**config.mk**
```make
export PLATFORM = sky130hd
export DESIGN_NAME = r22_sdf_pair
export DESIGN_NICKNAME = d
export VERILOG_FILES = /design/src/rtl/r22_pkg.sv /design/src/rtl/r22_delay_line.sv /design/src/rtl/r22_bfly_stage.sv /design/src/rtl/r22_sdf_pair.sv
export SDC_FILE = /design/constraint.sdc
export NUM_CORES = 1
export LEC_CHECK = 0
export ABC_CLOCK_PERIOD_IN_PS = 5010
export CAP_MARGIN = 40
export CORE_ASPECT_RATIO = 1.4
export CORE_MARGIN = 2
export CORE_UTILIZATION = 30
export CTS_BUF_LIST = sky130_fd_sc_hd__clkbuf_16
export DETAILED_ROUTE_END_ITERATION = 8
export PLACE_DENSITY_LB_ADDON = 0.2
export SYNTH_ARGS = -nofsm -noshare
export SYNTH_HDL_FRONTEND = slang
export SYNTH_SLANG_ARGS = --single-unit
```
**constraint.sdc**
```tcl
create_clock -name clk -period 5.01 [get_ports clk]
set_input_delay 1.002 -clock clk [delete_from_list [all_inputs] [get_ports clk]]
set_output_delay 1.002 -clock clk [all_outputs]
set_load 0.02 [all_outputs]
```
**src/rtl/r22_pkg.sv**
```systemverilog
package r22_pkg;
  // Phase of a delay-feedback stage within its butterfly period.
  typedef enum logic {
    PH_FILL    = 1'b0,  // store new input, emit stored difference
    PH_COMBINE = 1'b1   // emit sum, store new difference
  } phase_e;
endpackage

```
**src/rtl/r22_delay_line.sv**
```systemverilog
module r22_delay_line #(
  parameter int W     = 32,
  parameter int DEPTH = 8,
  localparam int AW   = (DEPTH > 1) ? $clog2(DEPTH) : 1
) (
  input  logic          clk,
  input  logic          rst,
  input  logic          we,
  input  logic [AW-1:0] addr,
  input  logic [W-1:0]  wdata,
  output logic [W-1:0]  rdata
);
  logic [W-1:0] mem [DEPTH];

  // Read-before-write on one address: a circular buffer of DEPTH entries.
  assign rdata = mem[addr];

  always_ff @(posedge clk) begin
    if (rst) begin
      for (int i = 0; i < DEPTH; i++) mem[i] <= '0;
    end else if (we) begin
      mem[addr] <= wdata;
    end
  end
endmodule

```
**src/rtl/r22_bfly_stage.sv**
```systemverilog
module r22_bfly_stage
  import r22_pkg::*;
#(
  parameter int DW     = 16,
  parameter int LGN    = 4,
  parameter int DEPTH  = 8,
  parameter bit ROTATE = 1'b0
) (
  input  logic                 clk,
  input  logic                 rst,
  input  logic                 in_vld,
  input  logic signed [DW-1:0] in_re,
  input  logic signed [DW-1:0] in_im,
  output logic                 out_vld,
  output logic signed [DW-1:0] out_re,
  output logic signed [DW-1:0] out_im
);
  localparam int HB = $clog2(DEPTH);    // counter bit that marks the second half
  localparam int AW = (HB > 0) ? HB : 1;
  localparam int EW = DW + 2;           // one bit for rotation, one for growth

  logic [LGN-1:0] cnt;
  logic           primed;
  phase_e         ph;
  logic           rot;

  assign ph = cnt[HB] ? PH_COMBINE : PH_FILL;

  generate
    if (ROTATE) begin : g_rot
      // -j applies to second-half inputs of every odd (difference) group
      assign rot = cnt[HB+1] & cnt[HB];
    end else begin : g_norot
      assign rot = 1'b0;
    end
  endgenerate

  // Feedback memory
  logic [AW-1:0]   addr;
  logic [2*DW-1:0] rd_word, wr_word;
  logic [DW-1:0]   rd_re, rd_im;

  assign addr = cnt[AW-1:0];
  assign {rd_re, rd_im} = rd_word;

  r22_delay_line #(.W(2*DW), .DEPTH(DEPTH)) u_dly (
    .clk  (clk),
    .rst  (rst),
    .we   (in_vld),
    .addr (addr),
    .wdata(wr_word),
    .rdata(rd_word)
  );

  // Butterfly datapath
  logic signed [EW-1:0] a_re, a_im, x_re, x_im, b_re, b_im;
  logic signed [EW-1:0] sum_re, sum_im, dif_re, dif_im;
  logic [DW-1:0]        sh_sum_re, sh_sum_im, sh_dif_re, sh_dif_im;

  always_comb begin
    a_re = {{2{rd_re[DW-1]}}, rd_re};
    a_im = {{2{rd_im[DW-1]}}, rd_im};
    x_re = {{2{in_re[DW-1]}}, in_re};
    x_im = {{2{in_im[DW-1]}}, in_im};
    if (rot) begin
      b_re = x_im;
      b_im = -x_re;
    end else begin
      b_re = x_re;
      b_im = x_im;
    end
    sum_re = a_re + b_re;
    sum_im = a_im + b_im;
    dif_re = a_re - b_re;
    dif_im = a_im - b_im;
    // Halving: the shifted value always fits in DW bits
    sh_sum_re = sum_re[DW:1];
    sh_sum_im = sum_im[DW:1];
    sh_dif_re = dif_re[DW:1];
    sh_dif_im = dif_im[DW:1];
  end

  assign wr_word = (ph == PH_COMBINE) ? {sh_dif_re, sh_dif_im} : {in_re, in_im};

  // Control and output register
  always_ff @(posedge clk) begin
    if (rst) begin
      cnt     <= '0;
      primed  <= 1'b0;
      out_vld <= 1'b0;
      out_re  <= '0;
      out_im  <= '0;
    end else begin
      out_vld <= in_vld & primed;
      if (in_vld) begin
        cnt <= cnt + 1'b1;
        if (cnt[AW-1:0] == AW'(DEPTH - 1)) primed <= 1'b1;
        if (ph == PH_COMBINE) begin
          out_re <= sh_sum_re;
          out_im <= sh_sum_im;
        end else begin
          out_re <= rd_re;
          out_im <= rd_im;
        end
      end
    end
  end
endmodule

```
**src/rtl/r22_sdf_pair.sv**
```systemverilog
module r22_sdf_pair #(
  parameter int DW  = 16,
  parameter int LGN = 4
) (
  input  logic                 clk,
  input  logic                 rst,
  input  logic                 en,
  input  logic signed [DW-1:0] in_re,
  input  logic signed [DW-1:0] in_im,
  output logic                 out_valid,
  output logic signed [DW-1:0] out_re,
  output logic signed [DW-1:0] out_im
);
  localparam int N       = 1 << LGN;
  localparam int SPAN_A  = N / 2;
  localparam int SPAN_B  = N / 4;

  logic                 s1_vld;
  logic signed [DW-1:0] s1_re, s1_im;

  r22_bfly_stage #(.DW(DW), .LGN(LGN), .DEPTH(SPAN_A), .ROTATE(1'b0)) u_bu1 (
    .clk    (clk),
    .rst    (rst),
    .in_vld (en),
    .in_re  (in_re),
    .in_im  (in_im),
    .out_vld(s1_vld),
    .out_re (s1_re),
    .out_im (s1_im)
  );

  r22_bfly_stage #(.DW(DW), .LGN(LGN), .DEPTH(SPAN_B), .ROTATE(1'b1)) u_bu2 (
    .clk    (clk),
    .rst    (rst),
    .in_vld (s1_vld),
    .in_re  (s1_re),
    .in_im  (s1_im),
    .out_vld(out_valid),
    .out_re (out_re),
    .out_im (out_im)
  );
endmodule

```
Word-level counts from Yosys, hierarchy flattened
Memory sizes are Yosys's and may differ from the RTL's. A register that Yosys moved wholly into a read port is not among the register bits.
Index checks and enable logic that the tools add are counted.
{ "word_totals": {"reg_bits": 76, "ram_bits": 384, "memories": 2, "elab_cells": 60, "inputBits": 35} }
{ "classes": {"n_eq_ne": 2, "bitwise": 3, "n_addsub": 11, "n_reduce_logical": 4, "mux": 28} }
{ "memory_table": {"columns": ["memory", "words", "width", "read_ports", "rd_clocked_by_memory_dff", "write_ports", "line_no", "text"], "rows": [
  ["u_bu1.u_dly.mem", 8, 32, 1, 1, 8, "r22_delay_line.sv:13", "logic [W-1:0] mem [DEPTH];"],
  ["u_bu2.u_dly.mem", 4, 32, 1, 1, 4, "r22_delay_line.sv:13", null]
]} }
{ "op_table": {"columns": ["cell", "n"], "rows": [
  ["$mux 32", 4],
  ["$mux 16", 4],
  ["$reduce_or 32->1", 2],
  ["$add 16x16->17", 2],
  ["$add 16x17->17", 2],
  ["$mux 17", 2],
  ["$sub 16x16->17", 2],
  ["$sub 16x17->17", 2],
  ["$neg 16->17", 1],
  ["$mux 1", 12],
  ["$mux 3", 3],
  ["$add 4x1->4 const B", 2],
  ["$mux 2", 3],
  ["$reduce_and 2->1", 2],
  ["$and 1x1->1", 3],
  ["$eq 3x3->1 const B", 1],
  ["$eq 2x2->1 const B", 1]
]} }

Logic depth before layout (Yosys ltp)
{ "logic_depth": {"ltp_word": 5, "depth_mapped": 18, "ltp_nobuf": 16} }

Modules after synthesis
Synthesis repeated with hierarchy kept, for this count alone.
{ "hier_totals": {"hier_cells": 2525, "area_unflattened_um2": 27732.8} }
{ "modules_own_cells": {"columns": ["module", "seq_area_each_um2", "area_per_inst_um2", "instances", "cells_each"], "rows": [
  ["r22_delay_line (u_bu1.u_dly)", 7687.4, 11559.8, 1, 700],
  ["r22_bfly_stage (u_bu2)", 760.7, 5700.5, 1, 787],
  ["r22_delay_line (u_bu2.u_dly)", 3843.7, 5539.1, 1, 355],
  ["r22_bfly_stage (u_bu1)", 760.7, 4933.5, 1, 683]
]} }

Worst setup path after synthesis
No wires, ideal clock.
{ "synth_timing": {"path_type": "register -> register", "start": "reg (tool-made name)", "end": "mem u_bu1.u_dly.mem[7][14] (data pin)", "t_arrival_ns": 4.094, "path_buffers": 3, "stages_incl_launch_ff": 15, "setup_ns": 0.272, "t_required_ns": 4.738, "synth_period_minus_slack_ns": 4.366, "slack_ns": 0.644, "path_cell_list": "dfxtp_1 -> buf_4 -> buf_2 -> buf_1 -> mux4_2 -> mux2_2 -> ha_1 -> and2_1 -> and3_1 -> or3b_1 -> nand4_2 -> o21ai_2 -> and3_1 -> a2111oi_4 -> nor2_1"} }
{ "synth_rtl": {"columns": ["element", "line_no"], "rows": [
  ["to (decl)", "r22_delay_line.sv:13"]
]} }

==> flow_metrics.tcl <==
set metrics [dict create \
    status "finished clean" \
    final_max_slew_viol_count 0 \
    routedWlPerCell_um 22.8 \
    ios 68 \
    dp.cells 3654 \
    yosys_warnings 0 \
    vias 19325 \
    antenna_found_initial 2 \
    grt_pass1_wl_um 127000 \
    globalplace.congestion 0.871 \
    fillers 9023 \
    reg2reg_to "u_bu2.u_dly.mem[0][15]" \
    dp_hpwl_um 60400 \
    grt_usage_pct 18.5 \
    period_minus_slack_ps 4540 \
    layout_commonest_cell "nor2_1" \
    synth_fp_nets 2649 \
    io_buffers 67 \
    hold_violations 0 \
    syn2layout_area_growth_pct 14.3 \
    ant_nets 0 \
    antenna_cells 0 \
    hold_buffers 0 \
    mappedNetlistArea_um2 26800 \
    clk_latency_ps 620 \
    synth_top_flop_cell "edfxtp_1" \
    whs_path_depth 2 \
    crit_required_ps 5340 \
    tightest_slew_ps 868 \
    core_area_um2 88400 \
    cts.reportedPaths.clkPinSlew_ps 60 \
    seq_area_um2 13200 \
    ys_seq_area_share_pct 49.0 \
    grt_pass1_vias 20030 \
    fp-row-count 129 \
    fin_cells 3745 \
    hold_path_class "flop to flop" \
    setup.worst_path.end_class "flop" \
    finalCritPeriodShare_pct 90.7 \
    syn_area_per_cell_um2 10.8 \
    cap_violations 0 \
    crit_fanout 12 \
    cp_data_arrival_time_ps 4870 \
    critPathKind "flop to flop" \
    cts_made_buffers 49 \
    post_cts_resize_count 0 \
    multiInputGateArea_um2 12600 \
    synth_area_leaders "edfxtp_1 43%, mux4_2 8.1%, nor2_1 7.1%" \
    die_h_um 358 \
    dieArea_um2 91800 \
    max_slew_margin_pct 42.1 \
    fin_nets 2693 \
    drc 0 \
    start_kind "flop" \
    h-tree-depth 2 \
    layout-drive-gt1-share_pct 14.0 \
    tns_ps 0 \
    pwr_density_cell_nw_per_um2 330 \
    start_util_pct 30.3 \
    rsz0062_at_grt "no" \
    fmax_mhz 220 \
    irDropWorstVdd_mv 0.245 \
    ys_ff_latch 465 \
    grt_overflow 0 \
    post_cts_buffers 0 \
    setup_viol 0 \
    regToRegStartpoint "u_bu1.out_re[3]" \
    total_power_mw 10.1 \
    holdPathEnd "u_bu2.out_re[11]" \
    ff2ff_setup_slack_ps 470 \
    yosys.area.top_type "edfxtp_1" \
    p_leak_nw 11.4 \
    cts.sinks 465 \
    synth_cell_types 80 \
    first_pass_iters 6 \
    synth_top_cell_area_share_pct 43.0 \
    netlist_instances 2482 \
    synth-edff-count 384 \
    via_per_inst 5.16 \
    async_reset_ff_share_pct 0 \
    die_width_um 257 \
    first_iter_violations 1387 \
    cts_tree "yes" \
    clockBufferDepth 3 \
    cts_root_buf "clkbuf_16" \
    fin_skew_ps 11.9 \
    final_cell_mix "509 x nor2_1, 384 x edfxtp_1, 149 x inv_1" \
    reg2reg_depth 14 \
    grt_max_degree 69 \
    totalWireLength_um 85500 \
    worstHoldStart "u_bu2.out_re[11]" \
]
[final cells by class]
cell class | count | share of cell area, %
flip-flops and latches | 465 | 43.0
multi-input cells | 1719 | 41.0
well taps | 1179 | 4.81
repair buffers | 150 | 4.38
clock buffers | 49 | 4.00
inverters | 141 | 1.73
clock inverters | 42 | 1.15
[how the worst max path moves through the flow]
stage	slack, ps	start	end	cells after the start
2_1_floorplan	640	flop	u_bu1.u_dly.mem[7][14]	14
3_3_place_gp	430	in_im[0]	u_bu1.out_im[15]	13
3_5_place_dp	510	in_im[0]	u_bu1.out_im[15]	13
4_1_cts	520	u_bu1.out_re[3]	u_bu2.u_dly.mem[0][15]	14
5_1_grt	200	u_bu1.out_re[3]	u_bu2.u_dly.mem[0][15]	14
6_report	470	u_bu1.out_re[3]	u_bu2.u_dly.mem[0][15]	14
[per-stage QoR]
step                      area (um^2)  utilization [%]  setup slack (ps)  hold WS, ps
final                           30600             34.7               466          460
after global routing            30600             34.7               199          486
after CTS                       30600             34.7               519          464
after global placement          29000             32.8               429          441
after floorplan                 26800                -               644          429
after detailed placement        29100             32.9               507          449
[cell usage after synthesis (5+ instances only)]
| cell type | number |
|---|---|
| a2111oi_0 | 5 |
| a211oi_1 | 30 |
| a21o_1 | 21 |
| a21oi_1 | 129 |
| a22o_1 | 6 |
| a22oi_1 | 12 |
| a31oi_1 | 17 |
| and2_1 | 10 |
| and3_1 | 8 |
| buf_1 | 20 |
| buf_2 | 8 |
| clkbuf_1 | 127 |
| dfxtp_1 | 81 |
| edfxtp_1 | 384 |
| fa_1 | 8 |
| ha_1 | 124 |
| inv_1 | 138 |
| mux2_2 | 53 |
| mux2i_1 | 55 |
| mux4_2 | 96 |
| nand2_1 | 116 |
| nand2b_1 | 36 |
| nand3_1 | 23 |
| nand4_1 | 11 |
| nor2_1 | 509 |
| nor2b_1 | 23 |
| nor3_1 | 47 |
| nor3b_1 | 6 |
| nor4_1 | 15 |
| o211ai_1 | 23 |
| o21a_1 | 8 |
| o21ai_0 | 79 |
| o21ba_2 | 5 |
| o21bai_1 | 17 |
| o221ai_1 | 10 |
| o22ai_1 | 5 |
| o31ai_1 | 14 |
| or2_2 | 10 |
| or3_1 | 16 |
| xnor2_1 | 82 |
| xor2_1 | 22 |
[cell families (layout without fill, tap and decap cells)]
| family | count (synthesis) | count (layout) | share of synthesized area (%) |
|---|---|---|---|
| flip-flops | 465 | 465 | 49.0 |
| multiplexers | 208 | 208 | 12.6 |
| AND/OR/NAND/NOR | 844 | 844 | 13.7 |
| XOR/XNOR | 104 | 104 | 3.40 |
| AO/OA/AOI/OAI | 431 | 431 | 10.6 |
| adder cells (fa/ha/maj) | 132 | 132 | 6.38 |
| buffers and inverters | 298 | 382 | 4.24 |
[state kept, by name, indices dropped and copies added (netlist names), named ones only]
name / cells
u_bu2.out_vld: 1
u_bu2.out_im: 16
u_bu1.out_vld: 1
u_bu1.out_re: 16
u_bu1.u_dly.mem: 256
u_bu1.primed: 1
u_bu2.cnt: 4
u_bu2.primed: 1
u_bu1.out_im: 16
u_bu1.cnt: 4
u_bu2.out_re: 16
u_bu2.u_dly.mem: 128
[worst max-delay path, cell delays in order, from the launching register on]
cell	delay [ps]
dfxtp_1	450
nor4_2	400
nand2b_1	160
or4_1	470
or3_1	370
nor2_1	130
xnor2_1	80
mux2_2	280
ha_1	500
inv_1	200
a221o_1	370
a221oi_1	320
o21bai_1	110
xor2_1	280
a211oi_1	130
[per-layer routing]
metal  up-vias  routed length [um]  global-route usage [%]
met1      9718               32200                    20.0
met2       416               47000                    36.3
li1       9028                   -                       -
met3       161                2520                    1.82
met4         2                3820                    7.87
met5         -                  13                       0
[where the power goes]
part | total [mW] | switching (mW) | internal (mW) | leakage (nW)
Sequential | 4.44 | 0.110 | 4.33 | 4.63
Combinational | 1.98 | 1.20 | 0.785 | 5.95
Clock | 3.67 | 1.62 | 2.05 | 0.820
Total | 10.1 | 2.93 | 7.17 | 11.4
Note: power is estimated with default switching activity, not from simulation.
